[src/rtl/mbx_pkg.sv]
package mbx_pkg;
    localparam int MBX_STRIDE = 16;
    localparam int ENA_STRIDE = 4;

    function automatic int idx_width(input int bits);
        return (bits > 1) ? $clog2(bits) : 1;
    endfunction
endpackage

[src/rtl/mbx_decode.sv]
module mbx_decode #(
    parameter int NPORT  = 2,
    parameter int NCORE  = 4,
    parameter int BITS   = 32,
    parameter int ADDR_W = 8,
    parameter logic [ADDR_W-1:0] ENA_BASE = 8'h00,
    parameter logic [ADDR_W-1:0] SET_BASE = 8'h40,
    parameter logic [ADDR_W-1:0] CLR_BASE = 8'h80
) (
    input  logic [NPORT-1:0]        wr_en_i,
    input  logic [NPORT*ADDR_W-1:0] wr_addr_i,
    input  logic [NPORT*BITS-1:0]   wr_data_i,
    output logic [NCORE*BITS-1:0]   set_o,
    output logic [NCORE*BITS-1:0]   clr_o,
    output logic [NCORE-1:0]        en_we_o,
    output logic [NCORE-1:0]        en_wd_o
);
    import mbx_pkg::*;

    for (genvar c = 0; c < NCORE; c++) begin : g_core
        localparam logic [ADDR_W-1:0] SET_A = ADDR_W'(int'(SET_BASE) + MBX_STRIDE * c);
        localparam logic [ADDR_W-1:0] CLR_A = ADDR_W'(int'(CLR_BASE) + MBX_STRIDE * c);
        localparam logic [ADDR_W-1:0] ENA_A = ADDR_W'(int'(ENA_BASE) + ENA_STRIDE * c);

        always_comb begin
            set_o[c*BITS +: BITS] = '0;
            clr_o[c*BITS +: BITS] = '0;
            en_we_o[c]            = 1'b0;
            en_wd_o[c]            = 1'b0;
            for (int p = 0; p < NPORT; p++) begin
                if (wr_en_i[p]) begin
                    if (wr_addr_i[p*ADDR_W +: ADDR_W] == SET_A)
                        set_o[c*BITS +: BITS] = set_o[c*BITS +: BITS] | wr_data_i[p*BITS +: BITS];
                    if (wr_addr_i[p*ADDR_W +: ADDR_W] == CLR_A)
                        clr_o[c*BITS +: BITS] = clr_o[c*BITS +: BITS] | wr_data_i[p*BITS +: BITS];
                    if (wr_addr_i[p*ADDR_W +: ADDR_W] == ENA_A) begin
                        en_we_o[c] = 1'b1;
                        en_wd_o[c] = wr_data_i[p*BITS];
                    end
                end
            end
        end
    end
endmodule

[src/rtl/mbx_cell.sv]
module mbx_cell #(
    parameter int BITS = 32
) (
    input  logic            clk,
    input  logic            rst_n,
    input  logic [BITS-1:0] set_i,
    input  logic [BITS-1:0] clr_i,
    input  logic            en_we_i,
    input  logic            en_wd_i,
    output logic [BITS-1:0] box_o,
    output logic            en_o
);
    typedef struct packed {
        logic [BITS-1:0] box;
        logic            en;
    } cell_t;

    cell_t s_d, s_q;

    always_comb begin
        s_d     = s_q;
        s_d.box = (s_q.box & ~clr_i) | set_i;
        if (en_we_i) s_d.en = en_wd_i;
    end

    always_ff @(posedge clk) begin
        if (!rst_n) s_q <= '0;
        else        s_q <= s_d;
    end

    assign box_o = s_q.box;
    assign en_o  = s_q.en;

    AST_SET_LANDS: assert property (@(posedge clk) disable iff (!rst_n)
        (set_i != '0) |=> ((box_o & $past(set_i)) == $past(set_i)));
    AST_CLR_DROPS: assert property (@(posedge clk) disable iff (!rst_n)
        (clr_i != '0) |=> ((box_o & $past(clr_i & ~set_i)) == '0));
    AST_UNTOUCHED_HOLD: assert property (@(posedge clk) disable iff (!rst_n)
        1'b1 |=> (((box_o ^ $past(box_o)) & ~$past(set_i | clr_i)) == '0));
endmodule

[src/rtl/mbx_lowbit.sv]
module mbx_lowbit #(
    parameter int BITS = 32,
    localparam int IDX_W = mbx_pkg::idx_width(BITS)
) (
    input  logic             clk,
    input  logic             rst_n,
    input  logic [BITS-1:0]  vec_i,
    output logic             vld_o,
    output logic [IDX_W-1:0] idx_o
);
    always_comb begin
        vld_o = |vec_i;
        idx_o = '0;
        for (int i = BITS - 1; i >= 0; i--) begin
            if (vec_i[i]) idx_o = IDX_W'(i);
        end
    end

    AST_LOWEST_BIT: assert property (@(posedge clk) disable iff (!rst_n)
        vld_o |-> (vec_i[idx_o] &&
                   ((vec_i & ((BITS'(1) << idx_o) - BITS'(1))) == '0)));
endmodule

[src/rtl/mbx_doorbell.sv]
module mbx_doorbell #(
    parameter int NPORT  = 2,
    parameter int NCORE  = 4,
    parameter int BITS   = 32,
    parameter int ADDR_W = 8,
    parameter logic [ADDR_W-1:0] ENA_BASE = 8'h00,
    parameter logic [ADDR_W-1:0] SET_BASE = 8'h40,
    parameter logic [ADDR_W-1:0] CLR_BASE = 8'h80,
    localparam int IDX_W = mbx_pkg::idx_width(BITS)
) (
    input  logic                    clk,
    input  logic                    rst_n,
    input  logic [NPORT-1:0]        wr_en,
    input  logic [NPORT*ADDR_W-1:0] wr_addr,
    input  logic [NPORT*BITS-1:0]   wr_data,
    input  logic [ADDR_W-1:0]       rd_addr,
    output logic [BITS-1:0]         rd_data,
    output logic [NCORE-1:0]        irq,
    output logic [NCORE-1:0]        pend_vld,
    output logic [NCORE*IDX_W-1:0]  pend_idx
);
    import mbx_pkg::*;

    logic [NCORE*BITS-1:0] set_m, clr_m, box_all;
    logic [NCORE-1:0]      en_we, en_wd, en_q;

    mbx_decode #(
        .NPORT(NPORT), .NCORE(NCORE), .BITS(BITS), .ADDR_W(ADDR_W),
        .ENA_BASE(ENA_BASE), .SET_BASE(SET_BASE), .CLR_BASE(CLR_BASE)
    ) u_dec (
        .wr_en_i(wr_en), .wr_addr_i(wr_addr), .wr_data_i(wr_data),
        .set_o(set_m), .clr_o(clr_m), .en_we_o(en_we), .en_wd_o(en_wd)
    );

    for (genvar c = 0; c < NCORE; c++) begin : g_mbx
        mbx_cell #(.BITS(BITS)) u_cell (
            .clk(clk), .rst_n(rst_n),
            .set_i(set_m[c*BITS +: BITS]), .clr_i(clr_m[c*BITS +: BITS]),
            .en_we_i(en_we[c]), .en_wd_i(en_wd[c]),
            .box_o(box_all[c*BITS +: BITS]), .en_o(en_q[c])
        );

        mbx_lowbit #(.BITS(BITS)) u_low (
            .clk(clk), .rst_n(rst_n),
            .vec_i(box_all[c*BITS +: BITS]),
            .vld_o(pend_vld[c]), .idx_o(pend_idx[c*IDX_W +: IDX_W])
        );

        assign irq[c] = pend_vld[c] & en_q[c];

        AST_IRQ_GATED: assert property (@(posedge clk) disable iff (!rst_n)
            irq[c] |-> (en_q[c] && box_all[c*BITS +: BITS] != '0));
    end

    always_comb begin
        rd_data = '0;
        for (int c = 0; c < NCORE; c++) begin
            if (rd_addr == ADDR_W'(int'(CLR_BASE) + MBX_STRIDE * c))
                rd_data = box_all[c*BITS +: BITS];
            if (rd_addr == ADDR_W'(int'(ENA_BASE) + ENA_STRIDE * c))
                rd_data = BITS'(en_q[c]);
        end
    end
endmodule

[config.mk]
export PLATFORM = sky130hd
export DESIGN_NAME = mbx_doorbell
export DESIGN_NICKNAME = d
export VERILOG_FILES = /design/src/rtl/mbx_pkg.sv /design/src/rtl/mbx_decode.sv /design/src/rtl/mbx_cell.sv /design/src/rtl/mbx_lowbit.sv /design/src/rtl/mbx_doorbell.sv
export SDC_FILE = /design/constraint.sdc
export NUM_CORES = 1
export LEC_CHECK = 0
export BUFFER_PORTS_ARGS = -buffer_cell sky130_fd_sc_hd__buf_4
export CAP_MARGIN = 20
export CORE_AREA = 2 2 106 185
export CTS_CLUSTER_DIAMETER = 120
export DETAILED_ROUTE_END_ITERATION = 10
export DIE_AREA = 0 0 108 187
export MAX_ROUTING_LAYER = met4
export PLACE_DENSITY = 0.76
export RECOVER_POWER = 100
export SYNTH_ARGS = -nofsm -noshare
export SYNTH_HDL_FRONTEND = slang
export SYNTH_HIERARCHICAL = 1
export SYNTH_SLANG_ARGS = --single-unit
[constraint.sdc]
create_clock -name clk -period 2.9 [get_ports clk]
set_input_delay 0.145 -clock clk [delete_from_list [all_inputs] [get_ports clk]]
set_output_delay 0.145 -clock clk [all_outputs]
set_load 0.03 [all_outputs]
==> reports/qor.txt <==
Die X - 108 um
EDFF count, synth - 0
fmax - 0.362 GHz
final critical-path setup slack - 0.139 ns
NetSw - 0.00119 W
setup TNS - 0 ns
DP HPWL - 30000 um
via/cell ratio - 7.26
post-cts resize count - 0
DIE AREA - 20200 sq um
Place WS - 0.678 ns
global-route wire length before repair - 66900 um
pwr dens - 403 nW/um^2
Clock Latency Late Sink - 0.44 ns
global route overflow - 0
xor/xnor share of the synthesized area - 0%
Max clock buf depth - 2
worst-path fanout max - 5
RSZ-0062 raised after global routing - no
Synth warnings - 6
H-tree depth - 4
Final GP Congestion - 1.06
Tightest Pin Transition - 1.46 ns
number of fill cells - 1787
final count of hold timing violations - 0
Seq pwr share - 38.4%
drt first pass iters - 5
layout cell share with drive strength beyond 1 - 16.0%
largest net degree at the start of global routing - 71
ys flop type - dfxtp_1
vias in the first global route - 11600
post-synth top area share - 26.1%
I/O pins - 152
post-synthesis adder-cell area fraction - 0%
CTS tree - yes
Initial DRC Count - 1183
layout net count - 1466
Setup CP Type - reg2out
outcome - finished clean
worst min path class - in2reg
multi-input logic area - 6870 sq um
Post-synth top cells - o22ai_1 (221), nor2b_1 (145), dfxtp_1 (132), o21a_1 (132), nand2_1 (121)
clk root buf - clkbuf_16
largest area contributor in the netlist - dfxtp_1
VDD IR-drop max - 0.000423 V
clock share of power - 50.1%
Crit path required time - 2.76 ns
Core ar. - 18900 sq um
final critical-path share of the clock period - 95.2%
crit path capture type - output pin
drt wl/cell - 27.5 um
cts hold-fix bufs - 0
Worst R2R Setup Slack - 2.02 ns
Leakage - 4.70 nW
Worst-path clk slew - 0.06 ns
switching fraction of total power - 25.1%
final-report max-slew violation count - 0
post-synthesis mux area share - 7.96%
Inserted Clock Buffers - 17
synth unique cells - 53
main combinational cell family by area after synthesis - compound AO/OA/AOI/OAI gates
Crit path arrival time - 2.62 ns
postcts setup bufs - 0
antenna violations before repair - 0
Mapped Nets - 1352
clock sinks - 132
vias - 11800
DRC viols - 0
register area - 2640 sq um
Seq/Total Area, Yosys - 26.1%
Power, Total - 0.00475 W
IO Port Bufs - 151
Internal Dissipation - 0.00356 W
mapped cell area - 10100 sq um
Worst Skew - 0 ns
post-synthesis compound-gate area fraction - 33.0%
min Tclk post-route - 2.76 ns
max cap viols - 0
total track usage - 45.3%
# diodes - 0
wirelength, routed - 44700 um
slew margin rel. - 2.74%
Async SR Flop Fraction - 0%
Final Setup Violations - 0
Initial Utilization - 53.8%
mean area per synthesized cell - 8.05 sq um
die height - 187 um
top post-synthesis cells by area - dfxtp_1 (26%), o22ai_1 (14%), o21a_1 (9.8%)
Simple-Gate Fraction of Synth Area - 27.0%
Comb pwr share - 11.4%
post-route ant nets - 0
Post-Syn Instances - 1260
most common cell in the synthesized netlist - o22ai_1
Yosys reg bits - 132
row count - 67
critical path startpoint category - flop
area grow syn2layout - 16.3%
[worst max-delay path: stages (launching register included)]
cell	delay, ns
dfxtp_1	0.39
nor2_1	0.09
o31ai_1	0.61
a211oi_1	0.18
o31ai_1	0.37
a21o_1	0.21
clkbuf_1	0.32
[final cells by class]
| type | instances | area share [%] |
|---|---|---|
| Multi-Input combinational cell | 1008 | 58.3 |
| Sequential cell | 132 | 22.4 |
| Timing Repair Buffer | 188 | 10.4 |
| Clock buffer | 24 | 4.26 |
| Tap cell | 241 | 2.56 |
| Clock inverter | 8 | 1.23 |
| Inverter | 27 | 0.860 |
[sequential cells by signal (all words and copies together) (netlist names)]
| register | cells |
|---|---|
| g_mbx.u_cell/box_o | 128 |
| g_mbx.u_cell/en_o | 4 |
[logic make-up after synthesis]
| group | Yosys count |
|---|---|
| simple gates | 489 |
| compound gates | 479 |
| mux | 40 |
| buf+inv | 120 |
| flops | 132 |
[routing by layer]
layer | wire [um] | part of all wire, % | global-route usage, %
met4 | 4340 | 9.7 | 37.0
met3 | 4960 | 11 | 10.1
met2 | 20700 | 46 | 70.0
met1 | 14700 | 33 | 48.9
met5 | 0 | 0 | -
[cell usage in the layout, fill, tap and decap left out, drive strengths merged, types with 12 or more instances in the layout]
master,instances
nand3,25
o22ai,221
nor3b,12
clkbuf,80
nor2b,145
inv,27
nand2,121
nor3,31
buf,132
a2bb2o,33
o31ai,18
nor4,32
and3,33
dfxtp,132
o21ai,12
o21a,132
nor2,44
mux4,31
a21oi,28
or4,18
[metrics by stage]
| stage | utilization, % | std cells | hold slack [ns] | area (sq um) |
|---|---|---|---|---|
| floorplan | - | 1260 | 0.373 | 10100 |
| global placement | 60.3 | 1596 | 0.494 | 11400 |
| detailed placement | 60.3 | 1596 | 0.503 | 11400 |
| CTS | 63.7 | 1628 | 0.0485 | 12000 |
| global route | 62.5 | 1628 | 0.0748 | 11800 |
| finish | 62.5 | 1628 | 0.0538 | 11800 |
[power by group through the flow]
| stage | clock (W) | sequential, W | combinational (W) |
|---|---|---|---|
| global placement | 0 | 0.00187 | 0.000528 |
| finish | 0.00238 | 0.00183 | 0.000544 |
| floorplan | 0 | 0.00186 | 0.000313 |
| global route | 0.00247 | 0.00183 | 0.000569 |
| CTS | 0.00239 | 0.00183 | 0.000536 |
| detailed placement | 0 | 0.00187 | 0.000534 |
[final timing paths]
path | startpoint | depth (start not counted) | to
setup reg to reg | g_mbx[2].u_cell/box_o[2]$_SDFF_PN0_ | 2 | g_mbx[2].u_cell/box_o[2]$_SDFF_PN0_
setup / recovery | g_mbx[2].u_cell/box_o[30]$_SDFF_PN0_ | 6 | pend_idx[11]
hold reg to reg | g_mbx[2].u_cell/en_o$_SDFFE_PN0P_ | 2 | g_mbx[2].u_cell/en_o$_SDFFE_PN0P_
hold / removal | wr_data[48] | 3 | g_mbx[0].u_cell/box_o[16]$_SDFF_PN0_
Power figures use the tool's default switching activity.
